<file path="src/rtl/spi_boot_pkg.sv">
package spi_boot_pkg;

    localparam logic [7:0] OP_READ  = 8'h03;
    localparam int         HDR_W    = 32;
    localparam int         WIDE_HDR = 32;
    localparam int         NARW_HDR = 24;

    typedef enum logic [1:0] {
        E_IDLE,
        E_SHIFT,
        E_GAP
    } eng_state_t;

    typedef enum logic [1:0] {
        C_IDLE,
        C_PROBE_WIDE,
        C_PROBE_NARROW,
        C_FETCH
    } ctl_state_t;

    typedef struct packed {
        logic [HDR_W-1:0] bits;   // left-aligned opcode + address
        logic             wide;   // 1: 24-bit address follows the opcode
    } xfer_hdr_t;

    function automatic logic [7:0] sig_byte(input logic [1:0] idx);
        case (idx)
            2'd0:    return 8'h42;
            2'd1:    return 8'h4F;
            2'd2:    return 8'h4F;
            default: return 8'h54;
        endcase
    endfunction

    function automatic xfer_hdr_t build_hdr(input logic wide, input logic [23:0] addr);
        xfer_hdr_t h;
        h.wide = wide;
        if (wide) h.bits = {OP_READ, addr};
        else      h.bits = {OP_READ, addr[15:0], 8'h00};
        return h;
    endfunction

endpackage

</file>
<file path="src/rtl/sck_divider.sv">
module sck_divider #(
    parameter int HALF_DIV = 2
) (
    input  logic clk,
    input  logic rst,
    input  logic en,
    output logic tick
);
    generate
        if (HALF_DIV <= 1) begin : g_direct
            assign tick = en;
        end else begin : g_count
            localparam int CW = $clog2(HALF_DIV);
            logic [CW-1:0] cnt;

            always_ff @(posedge clk) begin
                if (rst || !en)                   cnt <= '0;
                else if (cnt == CW'(HALF_DIV - 1)) cnt <= '0;
                else                              cnt <= cnt + 1'b1;
            end

            assign tick = en && (cnt == CW'(HALF_DIV - 1));

            AST_TICK_SPACED: assert property (@(posedge clk) disable iff (rst)
                tick |=> !tick);
        end
    endgenerate
endmodule

</file>
<file path="src/rtl/spi_xfer_engine.sv">
module spi_xfer_engine
    import spi_boot_pkg::*;
#(
    parameter int HALF_DIV = 2,
    parameter int LEN_W    = 8
) (
    input  logic             clk,
    input  logic             rst,
    input  logic             go,
    input  xfer_hdr_t        hdr,
    input  logic [LEN_W-1:0] nbytes,
    output logic             rx_valid,
    output logic [7:0]       rx_data,
    output logic             done,
    output logic             sck,
    output logic             mosi,
    input  logic             miso,
    output logic             cs_n
);
    localparam int CNT_W = LEN_W + 4;

    eng_state_t       st;
    logic             tick;
    logic [CNT_W-1:0] bit_cnt;
    logic [CNT_W-1:0] total;
    logic             wide_r;
    logic [HDR_W-1:0] tx_sr;
    logic [7:0]       rx_sr;
    logic             gap_half;
    logic             in_data;

    sck_divider #(.HALF_DIV(HALF_DIV)) u_div (
        .clk  (clk),
        .rst  (rst),
        .en   (st != E_IDLE),
        .tick (tick)
    );

    // The header is a whole number of bytes, so byte phase is just bit_cnt[2:0]
    assign in_data = bit_cnt >= (wide_r ? CNT_W'(WIDE_HDR) : CNT_W'(NARW_HDR));
    assign mosi    = tx_sr[HDR_W-1];

    always_ff @(posedge clk) begin
        if (rst) begin
            st       <= E_IDLE;
            sck      <= 1'b0;
            cs_n     <= 1'b1;
            tx_sr    <= '0;
            rx_sr    <= '0;
            bit_cnt  <= '0;
            total    <= '0;
            wide_r   <= 1'b0;
            gap_half <= 1'b0;
            rx_valid <= 1'b0;
            rx_data  <= '0;
            done     <= 1'b0;
        end else begin
            rx_valid <= 1'b0;
            done     <= 1'b0;
            case (st)
                E_IDLE: begin
                    if (go) begin
                        cs_n    <= 1'b0;
                        sck     <= 1'b0;
                        tx_sr   <= hdr.bits;
                        wide_r  <= hdr.wide;
                        bit_cnt <= '0;
                        total   <= (hdr.wide ? CNT_W'(WIDE_HDR) : CNT_W'(NARW_HDR))
                                   + CNT_W'({nbytes, 3'b000});
                        st      <= E_SHIFT;
                    end
                end
                E_SHIFT: begin
                    if (tick) begin
                        if (!sck) begin
                            sck     <= 1'b1;
                            rx_sr   <= {rx_sr[6:0], miso};
                            bit_cnt <= bit_cnt + 1'b1;
                            if (in_data && bit_cnt[2:0] == 3'd7) begin
                                rx_valid <= 1'b1;
                                rx_data  <= {rx_sr[6:0], miso};
                            end
                        end else begin
                            sck <= 1'b0;
                            if (bit_cnt == total) begin
                                cs_n     <= 1'b1;
                                gap_half <= 1'b0;
                                st       <= E_GAP;
                            end else begin
                                tx_sr <= {tx_sr[HDR_W-2:0], 1'b0};
                            end
                        end
                    end
                end
                E_GAP: begin
                    if (tick) begin
                        if (gap_half) begin
                            done <= 1'b1;
                            st   <= E_IDLE;
                        end else begin
                            gap_half <= 1'b1;
                        end
                    end
                end
                default: st <= E_IDLE;
            endcase
        end
    end

    AST_SCK_LOW_DESELECTED: assert property (@(posedge clk) disable iff (rst)
        cs_n |-> !sck);
    AST_MOSI_ON_FALL: assert property (@(posedge clk) disable iff (rst)
        (!cs_n && !$past(cs_n) && !$stable(mosi)) |-> $fell(sck));
    AST_DONE_DESELECTED: assert property (@(posedge clk) disable iff (rst)
        done |-> cs_n);
    AST_RX_ONLY_SELECTED: assert property (@(posedge clk) disable iff (rst)
        rx_valid |-> $past(!cs_n));
endmodule

</file>
<file path="src/rtl/boot_probe_ctrl.sv">
module boot_probe_ctrl
    import spi_boot_pkg::*;
#(
    parameter int          LEN_W      = 8,
    parameter logic [23:0] SIG_OFFSET = 24'h000040
) (
    input  logic             clk,
    input  logic             rst,
    input  logic             start,
    input  logic [23:0]      rd_addr,
    input  logic [LEN_W-1:0] rd_len,
    output logic             eng_go,
    output xfer_hdr_t        eng_hdr,
    output logic [LEN_W-1:0] eng_nbytes,
    input  logic             eng_rx_valid,
    input  logic [7:0]       eng_rx_data,
    input  logic             eng_done,
    output logic             busy,
    output logic             done,
    output logic             fail,
    output logic             mode_valid,
    output logic             mode_is24,
    output logic             rd_valid,
    output logic [7:0]       rd_data
);
    localparam logic [LEN_W-1:0] SIG_LEN = LEN_W'(4);

    ctl_state_t st;
    logic [1:0] sig_idx;
    logic       sig_ok;
    logic       probing;

    assign busy    = (st != C_IDLE);
    assign probing = (st == C_PROBE_WIDE) || (st == C_PROBE_NARROW);

    always_ff @(posedge clk) begin
        if (rst) begin
            st         <= C_IDLE;
            eng_go     <= 1'b0;
            eng_hdr    <= '0;
            eng_nbytes <= '0;
            done       <= 1'b0;
            fail       <= 1'b0;
            mode_valid <= 1'b0;
            mode_is24  <= 1'b0;
            rd_valid   <= 1'b0;
            rd_data    <= '0;
            sig_idx    <= '0;
            sig_ok     <= 1'b0;
        end else begin
            eng_go   <= 1'b0;
            done     <= 1'b0;
            fail     <= 1'b0;
            rd_valid <= 1'b0;

            if (probing && eng_rx_valid) begin
                if (eng_rx_data != sig_byte(sig_idx)) sig_ok <= 1'b0;
                sig_idx <= sig_idx + 1'b1;
            end

            case (st)
                C_IDLE: begin
                    if (start) begin
                        if (!mode_valid) begin
                            eng_go     <= 1'b1;
                            eng_hdr    <= build_hdr(1'b1, SIG_OFFSET);
                            eng_nbytes <= SIG_LEN;
                            sig_idx    <= '0;
                            sig_ok     <= 1'b1;
                            st         <= C_PROBE_WIDE;
                        end else if (rd_len == '0) begin
                            done <= 1'b1;
                        end else begin
                            eng_go     <= 1'b1;
                            eng_hdr    <= build_hdr(mode_is24, rd_addr);
                            eng_nbytes <= rd_len;
                            st         <= C_FETCH;
                        end
                    end
                end
                C_PROBE_WIDE: begin
                    if (eng_done) begin
                        if (sig_ok) begin
                            mode_valid <= 1'b1;
                            mode_is24  <= 1'b1;
                            done       <= 1'b1;
                            st         <= C_IDLE;
                        end else begin
                            eng_go     <= 1'b1;
                            eng_hdr    <= build_hdr(1'b0, SIG_OFFSET);
                            eng_nbytes <= SIG_LEN;
                            sig_idx    <= '0;
                            sig_ok     <= 1'b1;
                            st         <= C_PROBE_NARROW;
                        end
                    end
                end
                C_PROBE_NARROW: begin
                    if (eng_done) begin
                        done <= 1'b1;
                        st   <= C_IDLE;
                        if (sig_ok) begin
                            mode_valid <= 1'b1;
                            mode_is24  <= 1'b0;
                        end else begin
                            fail <= 1'b1;
                        end
                    end
                end
                C_FETCH: begin
                    if (eng_rx_valid) begin
                        rd_valid <= 1'b1;
                        rd_data  <= eng_rx_data;
                    end
                    if (eng_done) begin
                        done <= 1'b1;
                        st   <= C_IDLE;
                    end
                end
                default: st <= C_IDLE;
            endcase
        end
    end

    AST_FAIL_WITH_DONE: assert property (@(posedge clk) disable iff (rst)
        fail |-> done);
    AST_FAIL_NO_MODE: assert property (@(posedge clk) disable iff (rst)
        fail |-> !mode_valid);
    AST_NO_DATA_IN_PROBE: assert property (@(posedge clk) disable iff (rst)
        rd_valid |-> mode_valid);
    AST_MODE_STICKY: assert property (@(posedge clk) disable iff (rst)
        $past(mode_valid) |-> (mode_valid && $stable(mode_is24)));
    AST_GO_ONLY_FROM_REQ: assert property (@(posedge clk) disable iff (rst)
        (eng_go && $past(st) == C_IDLE) |-> $past(start));
endmodule

</file>
<file path="src/rtl/spi_boot_reader.sv">
module spi_boot_reader
    import spi_boot_pkg::*;
#(
    parameter int          HALF_DIV   = 2,
    parameter int          LEN_W      = 8,
    parameter logic [23:0] SIG_OFFSET = 24'h000040
) (
    input  logic             clk,
    input  logic             rst,
    input  logic             start,
    input  logic [23:0]      rd_addr,
    input  logic [LEN_W-1:0] rd_len,
    output logic             busy,
    output logic             done,
    output logic             fail,
    output logic             mode_valid,
    output logic             mode_is24,
    output logic             rd_valid,
    output logic [7:0]       rd_data,
    output logic             spi_sck,
    output logic             spi_mosi,
    input  logic             spi_miso,
    output logic             spi_cs_n
);
    logic             eng_go;
    xfer_hdr_t        eng_hdr;
    logic [LEN_W-1:0] eng_nbytes;
    logic             eng_rx_valid;
    logic [7:0]       eng_rx_data;
    logic             eng_done;

    boot_probe_ctrl #(
        .LEN_W      (LEN_W),
        .SIG_OFFSET (SIG_OFFSET)
    ) u_ctrl (
        .clk          (clk),
        .rst          (rst),
        .start        (start),
        .rd_addr      (rd_addr),
        .rd_len       (rd_len),
        .eng_go       (eng_go),
        .eng_hdr      (eng_hdr),
        .eng_nbytes   (eng_nbytes),
        .eng_rx_valid (eng_rx_valid),
        .eng_rx_data  (eng_rx_data),
        .eng_done     (eng_done),
        .busy         (busy),
        .done         (done),
        .fail         (fail),
        .mode_valid   (mode_valid),
        .mode_is24    (mode_is24),
        .rd_valid     (rd_valid),
        .rd_data      (rd_data)
    );

    spi_xfer_engine #(
        .HALF_DIV (HALF_DIV),
        .LEN_W    (LEN_W)
    ) u_eng (
        .clk      (clk),
        .rst      (rst),
        .go       (eng_go),
        .hdr      (eng_hdr),
        .nbytes   (eng_nbytes),
        .rx_valid (eng_rx_valid),
        .rx_data  (eng_rx_data),
        .done     (eng_done),
        .sck      (spi_sck),
        .mosi     (spi_mosi),
        .miso     (spi_miso),
        .cs_n     (spi_cs_n)
    );

    AST_NO_SELECT_IDLE: assert property (@(posedge clk) disable iff (rst)
        (!busy && !$past(busy)) |-> spi_cs_n);
endmodule

</file>
<file path="config.mk">
export PLATFORM = sky130hd
export DESIGN_NAME = spi_boot_reader
export DESIGN_NICKNAME = d
export VERILOG_FILES = /design/src/rtl/spi_boot_pkg.sv /design/src/rtl/sck_divider.sv /design/src/rtl/spi_xfer_engine.sv /design/src/rtl/boot_probe_ctrl.sv /design/src/rtl/spi_boot_reader.sv
export SDC_FILE = /design/constraint.sdc
export NUM_CORES = 1
export LEC_CHECK = 0
export BUFFER_PORTS_ARGS = -buffer_cell sky130_fd_sc_hd__buf_2
export CAP_MARGIN = 10
export CORE_ASPECT_RATIO = 0.9
export CORE_MARGIN = 4
export CORE_UTILIZATION = 55
export CTS_CLUSTER_DIAMETER = 80
export DETAILED_ROUTE_END_ITERATION = 6
export PLACE_DENSITY = 0.74
export SYNTH_ARGS = -nofsm -noshare
export SYNTH_HDL_FRONTEND = slang
export SYNTH_HIERARCHICAL = 1
export SYNTH_SLANG_ARGS = --single-unit
</file>
<file path="constraint.sdc">
create_clock -name clk -period 2.95 [get_ports clk]
set_input_delay 0.59 -clock clk [delete_from_list [all_inputs] [get_ports clk]]
set_output_delay 0.59 -clock clk [all_outputs]
set_load 0.05 [all_outputs]
</file>
After elaboration in Yosys (flattened, before gate mapping) --
Index checks and enable logic that the tools add are counted. W data, S select, Z words.
Operators by class: add/sub/neg operators 4, $mul 0, div/mod/pow operators 0, order comparisons 1, eq/ne operators 26, shifts and indexed selects 0, multiplexer cells 88, bitwise operators 6, reductions and logical operators 38
Operators with widths (count):
- $mux W33 | 5
- $mux W32 | 4
- $pmux W33 S2 | 1
- $pmux W32 S2 | 1
- $mux W8 | 7
- $mux W12 | 3
- $mux W1 | 34
- $mux W2 | 17
- $reduce_and A5 Y1 | 5
- $mux W24 | 1
- $pmux W12 S2 | 1
- $ne A2 B1 Y1 const B | 10
- $pmux W8 S2 | 1
- $add A12 B1 Y12 const B | 1
- $add A12 B11 Y12 | 1
- $eq A12 B12 Y1 | 1
- $ge A12 B12 Y1 | 1
- $mux W6 | 2
- $pmux W1 S2 | 6
- $pmux W2 S3 | 2
- $reduce_and A4 Y1 | 3
- $reduce_bool A2 Y1 | 6
- $reduce_or A2 Y1 | 6
- $ne A2 B2 Y1 const B | 5
- other kinds (21) | 39
Word-level totals: register bits 140, latch bits 0, memory bits (writable) 0, memory bits (read-only) 0, output and inout bits 17, logic and storage cells 189, memories kept 0

Longest topological paths before layout --
word-level depth 11, depth in mapped cells 10, mapped depth without buffers 8

Cells and area by module --
The synthesis kept the hierarchy.
Modules (own cells, without submodules):
- spi_xfer_engine | instances 1, cells each 415, area an instance 3865.0 µm², seq. area each 1521.5 µm²
- boot_probe_ctrl | instances 1, cells each 296, area an instance 2660.1 µm², seq. area each 1061.0 µm²
- sck_divider | instances 1, cells each 3, area an instance 40.0 µm², seq. area each 20.0 µm²

Worst setup path before layout --
Ideal clock, no wire load.
path kind register to register, from register u_eng.sck, to register u_eng.tx_sr[31], library setup time 81 ps, arrival time 1843 ps, setup slack 1026 ps, cell stages (with the launch flop) 6, path through dfxtp_1 > nand3_1 > a21oi_1 > clkbuf_1 > a21oi_1 > a211oi_2
Between the ends: longest elaborated chain between the ends 2
Ends and longest elaborated chain:
- start, declared | RTL line spi_xfer_engine.sv:15 | output logic sck,
- start signal, assigned | RTL line spi_xfer_engine.sv:46 | sck <= 1'b0;
- start signal, assigned | RTL line spi_xfer_engine.sv:64 | sck <= 1'b0;
- start signal, assigned | RTL line spi_xfer_engine.sv:76 | sck <= 1'b1;
- $ne A2 B1 Y1 (no line)
- $reduce_and A5 Y1 (no line)
- end signal, assigned | RTL line spi_xfer_engine.sv:65 | tx_sr <= hdr.bits;
- end signal, assigned | RTL line spi_xfer_engine.sv:90 | tx_sr <= {tx_sr[HDR_W-2:0], 1'b0};
- end, declared | RTL line spi_xfer_engine.sv:27 | logic [HDR_W-1:0] tx_sr;
Every way passes these cells. A chain may end at the register's enable or synchronous reset.

Final worst setup path --
from register u_eng.st[1], to register u_eng.rx_data[0]
Between the ends: longest elaborated chain between the ends 3, elaborated cells between the ends (all ways) 4
Ends and longest elaborated chain:
- start, declared | RTL line spi_xfer_engine.sv:22 | eng_state_t st;
- start signal, assigned | RTL line spi_xfer_engine.sv:45 | st <= E_IDLE;
- start signal, assigned | RTL line spi_xfer_engine.sv:70 | st <= E_SHIFT;
- start signal, assigned | RTL line spi_xfer_engine.sv:88 | st <= E_GAP;
- $reduce_bool A2 Y1 | RTL line spi_xfer_engine.sv:35 | .en (st != E_IDLE),
- $logic_and A1 B1 Y1 | RTL line sck_divider.sv:22 | assign tick = en && (cnt == CW'(HALF_DIV - 1));
- via u_eng.tick | RTL line spi_xfer_engine.sv:23 | logic tick;
- $reduce_and A4 Y1 (no line)
- end signal, assigned | RTL line spi_xfer_engine.sv:81 | rx_data <= {rx_sr[6:0], miso};
- end, declared | RTL line spi_xfer_engine.sv:13 | output logic [7:0] rx_data,
The timed path passes the listed nets, and every way through them passes these cells.

==> out/qor.yml <==
critPathLaunch: "u_eng/st[1]"
worstRegToRegCells: 7
cts_buffers: 17
synth_area_per_cell_sq_um: 9.19
postRouteAntennaNets: 0
combPwrFrac: 0.253
place_area_sq_mm: 0.00678
yosys_warnings: 6
hold_slack_ps: 426
final_common_cell: "dfxtp_1"
seqPwrFrac: 0.382
fp.dieW_um: 123
finalHoldViolations: 0
worst-path-stages: 7
cp_max_fo: 12
drv_cap: 0
grt_pass1_wl_um: 24600
crit_arrival_ps: 2770
slew_headroom: 0.371
p_switching_mw: 1.71
clock_skew_ps: 7.41
cts_tree: "yes"
drcViolationCount: 0
synth_edf_count: 0
grt_max_degree: 64
endpoint_kind: "register"
synth_area_sq_mm: 0.00657
mostFrequentLayoutCells: "dfxtp_1, nand2_1, a21oi_1, mux2i_1, buf_2"
slowest_delay_ps: 540
core_region_area_sq_mm: 0.0116
vias: 5182
ctsRootBufferMaster: "clkbuf_16"
swShare: 0.322
rows: 37
antenna_found_initial: 0
endpoint: "u_eng/rx_data[0]"
cp_num_buf_inv: 1
synth_cell_types: 64
r2r_end: "u_eng/rx_data[0]"
synthFlopType: "dfxtp_1"
setup_viol: 0
layout-drive-gt1-share: 0.215
r2r_start: "u_eng/st[1]"
worst_pin_slew_ps: 942
synthCells: 714
power.share.clock: 0.365
io_pins: 53
finalNetCount: 789
holdPathStages: 3
diodes: 0
ctsResizeCount: 0
period_share: 0.821
clockBufferDepth: 2
rsz0062_at_grt: "no"
hp-class: "input pin to register"
path_class: "register to register"
area_growth_pct: 11.7
cp_top_family: "simple AND/OR/NAND/NOR gates"
ys_async_sr_fraction: 0
start_util: 0.567
fmax_mhz: 413
grt_pass1_vias: 5004
drt-initial-drc-count: 398
slew_viol_final: 0
gp_congestion: 0.810
grt_use_total: 0.220
htreeDepth: 4
hold_buffers: 0
hpwlAfterDp_um: 9760
clk_latency_ps: 420
cp_data_required_time_ps: 3300
fillers: 974
clock_sinks: 130
rrSetupSlack_ps: 530
final.min_clock_period_ps: 2420
p_per_area_mw_per_mm2: 724
ir_drop_mv: 0.657
p_total_mw: 5.31
die_area_sq_mm: 0.0138
internal-power_mw: 3.60
outcome: "complete, no violations"
die_h_um: 112
dr.pass1.iters: 4
grt_remaining_overflow: 0
wire_per_inst_um: 15.9
p_leak_nw: 2.89
cp_cell_sequence: "nor2_1 > inv_1 > and2_2 > nor4bb_2 > nand2_1 > a21oi_2 > mux2i_1"
io_buffers: 52
clk_pin_slew_ps: 60
cts_setup_buffers: 0
crit_path_start_kind: "register"
wl_um: 14400
routed_via_density: 5.72
fin_area_sq_mm: 0.00733
slowest_stage: "dfxtp_1"
setup_tns_ps: 0
ys_seq_elements: 130
ys_seq_area_frac: 0.396
[cells in the mapped netlist (5+ instances only)]
master	instances	area, sq um
nand3_1	23	115
a31oi_1	5	31.3
inv_1	14	52.6
a311oi_1	6	52.6
buf_2	10	50.1
nor2_1	30	113
nand2b_1	23	144
a31o_2	7	61.3
mux2_2	16	180
o21ai_0	12	60.1
xor2_1	13	114
ha_1	15	188
a211oi_2	30	375
clkbuf_1	35	131
dfxtp_1	130	2600
a211oi_1	9	67.6
buf_6	6	67.6
nor3_1	14	70.1
buf_4	8	60.1
nand2_1	104	390
a21oi_1	73	365
mux2i_1	61	611
[how the worst min path moves through the flow]
stage,startpoint,endpoint,slack (ps)
global placement,u_eng/u_div/g_count.cnt,u_eng/u_div/g_count.cnt,420
CTS,rd_addr[1],u_ctrl/eng_hdr[2],410
finish,rd_addr[1],u_ctrl/eng_hdr[2],430
floorplan,u_eng/u_div/g_count.cnt,u_eng/u_div/g_count.cnt,400
global route,spi_miso,u_eng/rx_sr[0],420
detailed placement,u_eng/u_div/g_count.cnt,u_eng/u_div/g_count.cnt,420
[stage by stage]
stage / setup WS [ps] / util / instances
detailed placement: 587 / 0.586 / 874
global route: 255 / 0.634 / 906
CTS: 572 / 0.634 / 906
finish: 529 / 0.634 / 906
global placement: 692 / 0.586 / 874
floorplan: 1030 / - / 719
[area by class of cell]
class / instances / area [sq um] / share of cell area
Clock buffer: 25 / 505 / 0.0689
Clock inverter: 7 / 50.0 / 0.00682
Inverter: 14 / 52.6 / 0.00717
Multi-Input combinational cell: 514 / 3590 / 0.490
Sequential cell: 130 / 2600 / 0.355
Tap cell: 156 / 195 / 0.0266
Timing Repair Buffer: 60 / 335 / 0.0457
[logic make-up (layout without fill, tap and decap cells)]
kind of cell | after synthesis | count (layout) | synth area share
mux | 77 | 77 | 0.120
other cells | 1 | 6 | 0.000571
xor+xnor | 17 | 17 | 0.0227
buf+inv | 75 | 106 | 0.0612
compound gates | 161 | 161 | 0.177
flops | 130 | 130 | 0.396
fa+ha+maj | 16 | 16 | 0.0316
simple gates | 237 | 237 | 0.190
[registers in the layout (all words and copies together), names as in the netlist, 2 cells and up]
name               cells
u_ctrl/eng_nbytes      8
u_eng/st               2
u_eng/rx_sr            7
u_eng/rx_data          8
u_eng/tx_sr           32
u_ctrl/eng_hdr        26
u_ctrl/rd_data         8
u_eng/bit_cnt         12
u_ctrl/st              2
u_eng/total            9
u_ctrl/sig_idx         2
[worst register-to-register path, stage by stage (launching register included)]
cell and delay (ps):
dfxtp_1 540, nor2_1 130, inv_1 80, and2_2 210, nor4bb_2 490, nand2_1 140
a21oi_2 490, mux2i_1 260
[power groups by stage]
stage / combinational, mW / clock (mW) / sequential (mW)
floorplan: 1.25 / 0 / 2.04
global placement: 1.29 / 0 / 2.06
detailed placement: 1.32 / 0 / 2.06
CTS: 1.34 / 1.97 / 2.03
global route: 1.46 / 2.06 / 2.05
finish: 1.34 / 1.94 / 2.03
[per-layer routing]
| layer | vias up | track usage | wire length, um |
|---|---|---|---|
| met5 | - | 0 | 0 |
| met2 | 99 | 0.347 | 6980 |
| li1 | 2571 | - | - |
| met1 | 2497 | 0.297 | 6710 |
| met4 | 0 | 0.0649 | 155 |
| met3 | 15 | 0.0579 | 546 |
(Power assumes the default switching activity.)
